==> config.mk <==
export PLATFORM = sky130hd
export DESIGN_NAME = rs_capture_station
export DESIGN_NICKNAME = d
export VERILOG_FILES = /design/src/rtl/rs_pkg.sv /design/src/rtl/rs_src_capture.sv /design/src/rtl/rs_pick.sv /design/src/rtl/rs_entry.sv /design/src/rtl/rs_capture_station.sv
export SDC_FILE = /design/constraint.sdc
export NUM_CORES = 1
export LEC_CHECK = 0
export ABC_AREA = 0
export CAP_MARGIN = 20
export CORE_UTILIZATION = 27
export CTS_BUF_LIST = sky130_fd_sc_hd__clkbuf_8
export DETAILED_ROUTE_END_ITERATION = 10
export DONT_BUFFER_PORTS = 1
export PLACE_DENSITY = 0.38
export SETUP_SLACK_MARGIN = 0.3
export SLEW_MARGIN = 10
export SYNTH_ARGS = -nofsm -noshare
export SYNTH_HDL_FRONTEND = slang
export SYNTH_SLANG_ARGS = --single-unit
==> constraint.sdc <==
create_clock -name clk -period 2.7 [get_ports clk]
set_input_delay 0 -clock clk [delete_from_list [all_inputs] [get_ports clk]]
set_output_delay 0 -clock clk [all_outputs]
set_load 0.005 [all_outputs]
==> src/rtl/rs_pkg.sv <==
package rs_pkg;
   localparam int RS_NSRC        = 2;
   localparam int RS_DEF_ENTRIES = 4;
   localparam int RS_DEF_TAG_W   = 4;
   localparam int RS_DEF_DATA_W  = 16;
   localparam int RS_DEF_OP_W    = 4;
endpackage

==> src/rtl/rs_src_capture.sv <==
// Tag-match capture for one source operand: used on the dispatch path and in every entry.
module rs_src_capture #(
   parameter int TAG_W  = 4,
   parameter int DATA_W = 16
) (
   input  logic              in_rdy,
   input  logic [DATA_W-1:0] in_val,
   input  logic              res_valid,
   input  logic [TAG_W-1:0]  res_tag,
   input  logic [DATA_W-1:0] res_data,
   output logic              out_rdy,
   output logic [DATA_W-1:0] out_val
);
   logic hit;
   assign hit     = !in_rdy && res_valid && (in_val[TAG_W-1:0] == res_tag);
   assign out_rdy = in_rdy | hit;
   assign out_val = hit ? res_data : in_val;
endmodule

==> src/rtl/rs_pick.sv <==
// Lowest-index priority picker, one-hot grant.
module rs_pick #(
   parameter int N = 4
) (
   input  logic [N-1:0] req,
   output logic [N-1:0] gnt,
   output logic         any
);
   always_comb begin
      gnt = '0;
      for (int i = N - 1; i >= 0; i--) begin
         if (req[i]) gnt = N'(1) << i;
      end
   end
   assign any = |req;
endmodule

==> src/rtl/rs_entry.sv <==
// One station slot: holds opcode, destination and two captured operands.
module rs_entry
   import rs_pkg::*;
#(
   parameter int OP_W   = 4,
   parameter int TAG_W  = 4,
   parameter int DATA_W = 16
) (
   input  logic                            clk,
   input  logic                            rst_n,
   input  logic                            alloc,
   input  logic [OP_W-1:0]                 alloc_op,
   input  logic [TAG_W-1:0]                alloc_dst,
   input  logic [RS_NSRC-1:0]              alloc_rdy,
   input  logic [RS_NSRC-1:0][DATA_W-1:0]  alloc_val,
   input  logic                            res_valid,
   input  logic [TAG_W-1:0]                res_tag,
   input  logic [DATA_W-1:0]               res_data,
   input  logic                            release_i,
   output logic                            valid,
   output logic                            ready,
   output logic [OP_W-1:0]                 op,
   output logic [TAG_W-1:0]                dst,
   output logic [RS_NSRC-1:0][DATA_W-1:0]  val
);
   logic [RS_NSRC-1:0]             rdy_q;
   logic [RS_NSRC-1:0]             wk_rdy;
   logic [RS_NSRC-1:0][DATA_W-1:0] wk_val;

   for (genvar s = 0; s < RS_NSRC; s++) begin : g_src
      rs_src_capture #(.TAG_W(TAG_W), .DATA_W(DATA_W)) u_cap (
         .in_rdy   (rdy_q[s]),
         .in_val   (val[s]),
         .res_valid(res_valid),
         .res_tag  (res_tag),
         .res_data (res_data),
         .out_rdy  (wk_rdy[s]),
         .out_val  (wk_val[s])
      );
   end

   always_ff @(posedge clk) begin
      if (!rst_n) begin
         valid <= 1'b0;
         rdy_q <= '0;
         op    <= '0;
         dst   <= '0;
         val   <= '0;
      end else if (alloc) begin
         valid <= 1'b1;
         rdy_q <= alloc_rdy;
         op    <= alloc_op;
         dst   <= alloc_dst;
         val   <= alloc_val;
      end else begin
         if (release_i) valid <= 1'b0;
         rdy_q <= wk_rdy;
         val   <= wk_val;
      end
   end

   assign ready = valid && (&rdy_q);
endmodule

==> src/rtl/rs_capture_station.sv <==
module rs_capture_station
   import rs_pkg::*;
#(
   parameter int ENTRIES = RS_DEF_ENTRIES,
   parameter int TAG_W   = RS_DEF_TAG_W,
   parameter int DATA_W  = RS_DEF_DATA_W,
   parameter int OP_W    = RS_DEF_OP_W
) (
   input  logic              clk,
   input  logic              rst_n,
   input  logic              disp_valid,
   input  logic [OP_W-1:0]   disp_op,
   input  logic [TAG_W-1:0]  disp_dst,
   input  logic              disp_a_rdy,
   input  logic [DATA_W-1:0] disp_a,
   input  logic              disp_b_rdy,
   input  logic [DATA_W-1:0] disp_b,
   output logic              disp_full,
   input  logic              res_valid,
   input  logic [TAG_W-1:0]  res_tag,
   input  logic [DATA_W-1:0] res_data,
   output logic              iss_valid,
   output logic [OP_W-1:0]   iss_op,
   output logic [TAG_W-1:0]  iss_dst,
   output logic [DATA_W-1:0] iss_a,
   output logic [DATA_W-1:0] iss_b
);
   if (ENTRIES < 2) begin : g_bad_depth
      $error("rs_capture_station: ENTRIES must be at least 2");
   end
   if (TAG_W < 1 || TAG_W > DATA_W) begin : g_bad_tag
      $error("rs_capture_station: TAG_W must lie in 1..DATA_W");
   end
   if (OP_W < 1) begin : g_bad_op
      $error("rs_capture_station: OP_W must be positive");
   end

   logic [ENTRIES-1:0] valid_vec;
   logic [ENTRIES-1:0] rdy_vec;
   logic [ENTRIES-1:0] alloc_gnt;
   logic [ENTRIES-1:0] iss_gnt;
   logic               free_any;
   logic               alloc_we;

   logic [RS_NSRC-1:0]             in_rdy;
   logic [RS_NSRC-1:0][DATA_W-1:0] in_val;
   logic [RS_NSRC-1:0]             cap_rdy;
   logic [RS_NSRC-1:0][DATA_W-1:0] cap_val;

   logic [OP_W-1:0]                ent_op  [ENTRIES];
   logic [TAG_W-1:0]               ent_dst [ENTRIES];
   logic [RS_NSRC-1:0][DATA_W-1:0] ent_val [ENTRIES];

   assign in_rdy = {disp_b_rdy, disp_a_rdy};
   assign in_val = {disp_b, disp_a};

   // dispatch-path capture of a result broadcast in the same cycle
   for (genvar s = 0; s < RS_NSRC; s++) begin : g_disp_cap
      rs_src_capture #(.TAG_W(TAG_W), .DATA_W(DATA_W)) u_cap (
         .in_rdy   (in_rdy[s]),
         .in_val   (in_val[s]),
         .res_valid(res_valid),
         .res_tag  (res_tag),
         .res_data (res_data),
         .out_rdy  (cap_rdy[s]),
         .out_val  (cap_val[s])
      );
   end

   rs_pick #(.N(ENTRIES)) u_alloc_pick (
      .req(~valid_vec),
      .gnt(alloc_gnt),
      .any(free_any)
   );

   assign disp_full = !free_any;
   assign alloc_we  = disp_valid && free_any;

   for (genvar e = 0; e < ENTRIES; e++) begin : g_ent
      rs_entry #(.OP_W(OP_W), .TAG_W(TAG_W), .DATA_W(DATA_W)) u_ent (
         .clk      (clk),
         .rst_n    (rst_n),
         .alloc    (alloc_we && alloc_gnt[e]),
         .alloc_op (disp_op),
         .alloc_dst(disp_dst),
         .alloc_rdy(cap_rdy),
         .alloc_val(cap_val),
         .res_valid(res_valid),
         .res_tag  (res_tag),
         .res_data (res_data),
         .release_i(iss_gnt[e]),
         .valid    (valid_vec[e]),
         .ready    (rdy_vec[e]),
         .op       (ent_op[e]),
         .dst      (ent_dst[e]),
         .val      (ent_val[e])
      );
   end

   rs_pick #(.N(ENTRIES)) u_iss_pick (
      .req(rdy_vec),
      .gnt(iss_gnt),
      .any(iss_valid)
   );

   // one-hot AND-OR issue mux
   always_comb begin
      iss_op  = '0;
      iss_dst = '0;
      iss_a   = '0;
      iss_b   = '0;
      for (int e = 0; e < ENTRIES; e++) begin
         iss_op  |= ent_op[e]     & {OP_W{iss_gnt[e]}};
         iss_dst |= ent_dst[e]    & {TAG_W{iss_gnt[e]}};
         iss_a   |= ent_val[e][0] & {DATA_W{iss_gnt[e]}};
         iss_b   |= ent_val[e][1] & {DATA_W{iss_gnt[e]}};
      end
   end
endmodule

==> results_dict.tcl <==
set metrics [dict create \
    fin_tns_setup_ns 0 \
    relSlewSlack 0.378 \
    rsz0062_at_grt "false" \
    fin_worst_skew_ns 0.0206 \
    r2r_end "g_ent[0].u_ent.rdy_q[1]" \
    critPathCaptureType "flip-flop" \
    path_cells "xor2_1 -> nor4_4 -> buf_4 -> a21oi_1 -> a21o_1 -> dlygate4sd3_1 -> o22ai_1 -> dlygate4sd3_1" \
    ys_seq_elements 172 \
    htree_levels 4 \
    drive_gt1_frac 0.0874 \
    crit_type "input pin to flip-flop" \
    start_util 0.275 \
    syn_area_per_cell_um2 8.76 \
    ys_types 47 \
    drtAntennaViolNets 0 \
    tritoncts "done" \
    gp_congestion 0.745 \
    startpoint "res_tag[3]" \
    dpl_worst_slack_ns 0.526 \
    boundaryPins 108 \
    powerDensity_nw_per_um2 491 \
    gr-usage-all-layers 0.213 \
    antenna_found_initial 6 \
    final_cell_count_no_fill 1557 \
    status "finished, final reports clean" \
    syn_nets 1148 \
    crit_top_cell "dlygate4sd3_1" \
    drc 0 \
    ir_worst_vdd_uv 279 \
    grt_first_pass_wirelength_mm 57.0 \
    via_per_inst 5.54 \
    worst_hold_slack_ns 0.0419 \
    max_stage_delay_ns 0.75 \
    crit_path_top_delay_cell "nor4_4" \
    nets 1152 \
    post-place-cells 1449 \
    num_rows 68 \
    initialDrtViolationCount 677 \
    critPathArrivalTime_ns 2.71 \
    via_count 8626 \
    synthFlopType "dfxtp_1" \
    min_period_ns 2.29 \
    first_global_vias 8431 \
    hold_viol 0 \
    start_kind "input pin" \
    io_buffers 0 \
    coreArea_um2 34500 \
    place.detailed.hpwl_mm 22.9 \
    p_leak_nw 3.63 \
    max_freq_ghz 0.437 \
    ys_seq_area_frac 0.363 \
    syn_area_um2 9480 \
    hold-path-cell-count 5 \
    yosys_warnings 0 \
    clock-sinks 172 \
    finalSetupViolCount 0 \
    crit_end "g_ent[3].u_ent.val[17]" \
    required_ns 3.13 \
    worstPathMaxFanout 13 \
    wire_per_inst_um 24.5 \
    die_h_um 189 \
    drv_slew 0 \
    hold_class "input pin to flip-flop" \
    area_growth_pct 17.1 \
    cts.path.max_buffers 2 \
    setup_ws_ns 0.414 \
    clk_pin_slew_ns 0.11 \
    firstDrtPassIters 6 \
    reg2regPathDepth 7 \
    netlist_instances 1082 \
    grt_max_degree 85 \
    clk_latency_ns 0.48 \
    synth_edf_count 0 \
    postSynth.asyncResetShare 0 \
    worstMarginPinSlew_ns 0.933 \
    die_area_um2 35900 \
    finalCritPeriodShare 0.847 \
    drv_cap 0 \
    r2r_start "g_ent[0].u_ent.val[19]" \
    numCtsBuffers 17 \
    overflow 0 \
    r2r_slack_ns 0.44 \
    root_buffer "clkbuf_8" \
    routed_wl_mm 38.2 \
    die_x_um 189 \
]
-- registers in the layout, indices dropped and copies added (netlist names) --
register,flops
g_ent.u_ent.op,16
g_ent.u_ent.dst,16
g_ent.u_ent.val,128
g_ent.u_ent.valid,4
g_ent.u_ent.rdy_q,8
-- layout by cell type (no fill, tap or decap), types with 3 or more instances in the layout --
cell / n
a22oi_1: 40
a21boi_1: 29
buf_12: 10
diode_2: 3
a21oi_1: 47
a211oi_1: 118
clkinvlp_4: 4
o31ai_1: 9
nor2_1: 46
dfxtp_1: 171
buf_4: 27
o21ai_0: 5
nor2b_1: 4
o22ai_1: 12
mux2i_1: 126
nand2b_1: 4
nand3_1: 7
xor2_1: 13
xnor2_1: 19
dlygate4sd3_1: 68
inv_6: 3
nor2_4: 4
clkbuf_8: 18
clkinv_2: 3
a221o_1: 41
inv_1: 5
nor3_1: 119
nor4b_4: 4
nand2_1: 75
and3_1: 31
-- cells in the mapped netlist, types with 2 or more instances --
library cell | instances | area share
o31ai_1 | 9 | 0.0071
nand3_1 | 7 | 0.0037
dfxtp_1 | 172 | 0.36
a21o_1 | 2 | 0.0016
nor3_1 | 120 | 0.063
nor2_1 | 47 | 0.019
buf_6 | 7 | 0.0083
a211oi_1 | 118 | 0.093
o2bb2ai_1 | 2 | 0.0018
nor2_4 | 2 | 0.0024
mux2i_1 | 126 | 0.13
nor4b_2 | 4 | 0.0063
buf_4 | 17 | 0.013
clkbuf_1 | 87 | 0.034
a21boi_1 | 29 | 0.023
xnor2_1 | 21 | 0.019
a22oi_1 | 40 | 0.032
nor2b_1 | 4 | 0.0026
or4_1 | 2 | 0.0016
buf_2 | 6 | 0.0032
a21oi_1 | 47 | 0.025
inv_2 | 3 | 0.0012
o21ai_0 | 5 | 0.0026
xor2_1 | 13 | 0.012
inv_1 | 4 | 0.0016
a221o_1 | 41 | 0.043
o22ai_1 | 12 | 0.0079
and3_1 | 33 | 0.022
nand4_1 | 2 | 0.0013
or2_2 | 2 | 0.0013
nand2_1 | 75 | 0.030
nand2b_1 | 5 | 0.0033
buf_1 | 4 | 0.0016
-- routing by layer --
| layer | global-route usage | vias up | share of wire |
|---|---|---|---|
| li1 | - | 4078 | - |
| met1 | 0.303 | 4286 | 0.49 |
| met2 | 0.326 | 233 | 0.45 |
| met3 | 0.0423 | 25 | 0.056 |
| met4 | 0.0481 | 4 | 0.013 |
| met5 | 0 | - | 0.00068 |
-- cell type report --
cell class | instances | area [um2]
Fill cell | 3711 | 23400
Multi-Input combinational cell | 781 | 5520
Sequential cell | 172 | 3440
Timing Repair Buffer | 107 | 1140
Tap cell | 455 | 569
Clock buffer | 18 | 248
Clock inverter | 14 | 144
Inverter | 7 | 28.8
Antenna cell | 3 | 7.51
-- stage by stage --
step           total power, W  utilization  instance area, um2
2_1_floorplan         0.00328            -                9480
3_3_place_gp          0.00344        0.287                9910
3_5_place_dp          0.00343        0.287                9910
4_1_cts               0.00553        0.319               11000
5_1_grt               0.00571        0.321               11100
6_report              0.00546        0.321               11100
-- report_power, final --
part | internal, W | switching, W
Sequential | 0.00266 | 0.0000881
Combinational | 0.000313 | 0.000459
Clock | 0.000849 | 0.00109
Total | 0.00382 | 0.00163
-- cell families (layout without fill, tap and decap cells) --
kind of cell              after synthesis  count (layout)  share of synthesized area
AOI/OAI and AO/OA                     309             309                      0.240
xor gates and xnor gates               34              34                     0.0314
buffers and inverters                 130             146                     0.0674
DFF                                   172             172                      0.363
muxes                                 126             126                      0.133
other                                   0               3                          0
and+or+nand+nor                       311             312                      0.165
-- worst min path at each step --
stage	start	end	slack [ns]
4_1_cts	res_tag[2]	g_ent[1].u_ent.val[17]	0.01
2_1_floorplan	disp_dst[0]	g_ent[0].u_ent.dst[0]	0.14
6_report	res_tag[3]	g_ent[0].u_ent.val[0]	0.04
3_5_place_dp	rst_n	g_ent[0].u_ent.rdy_q[1]	0.14
3_3_place_gp	disp_op[1]	g_ent[2].u_ent.op[1]	0.14
5_1_grt	res_tag[2]	g_ent[1].u_ent.val[17]	0.02
-- worst max-delay path, delay by kind of cell --
kind                      cells  cell delay, ns
buffers and inverters         3            1.41
and+or+nand+nor               1            0.75
xor gates and xnor gates      1            0.18
AOI/OAI and AO/OA             3            0.36
-- repair_timing --
item                                   CTS  global route
endpoints found under the hold margin  171             0
gates cloned                             1             1
hold buffers                            68             0
buffers inserted                         2             1
resized for setup                        4             4
pin swaps                                1             2
setup endpoints to repair               40            22
Note: power is estimated with default switching activity, not from simulation.
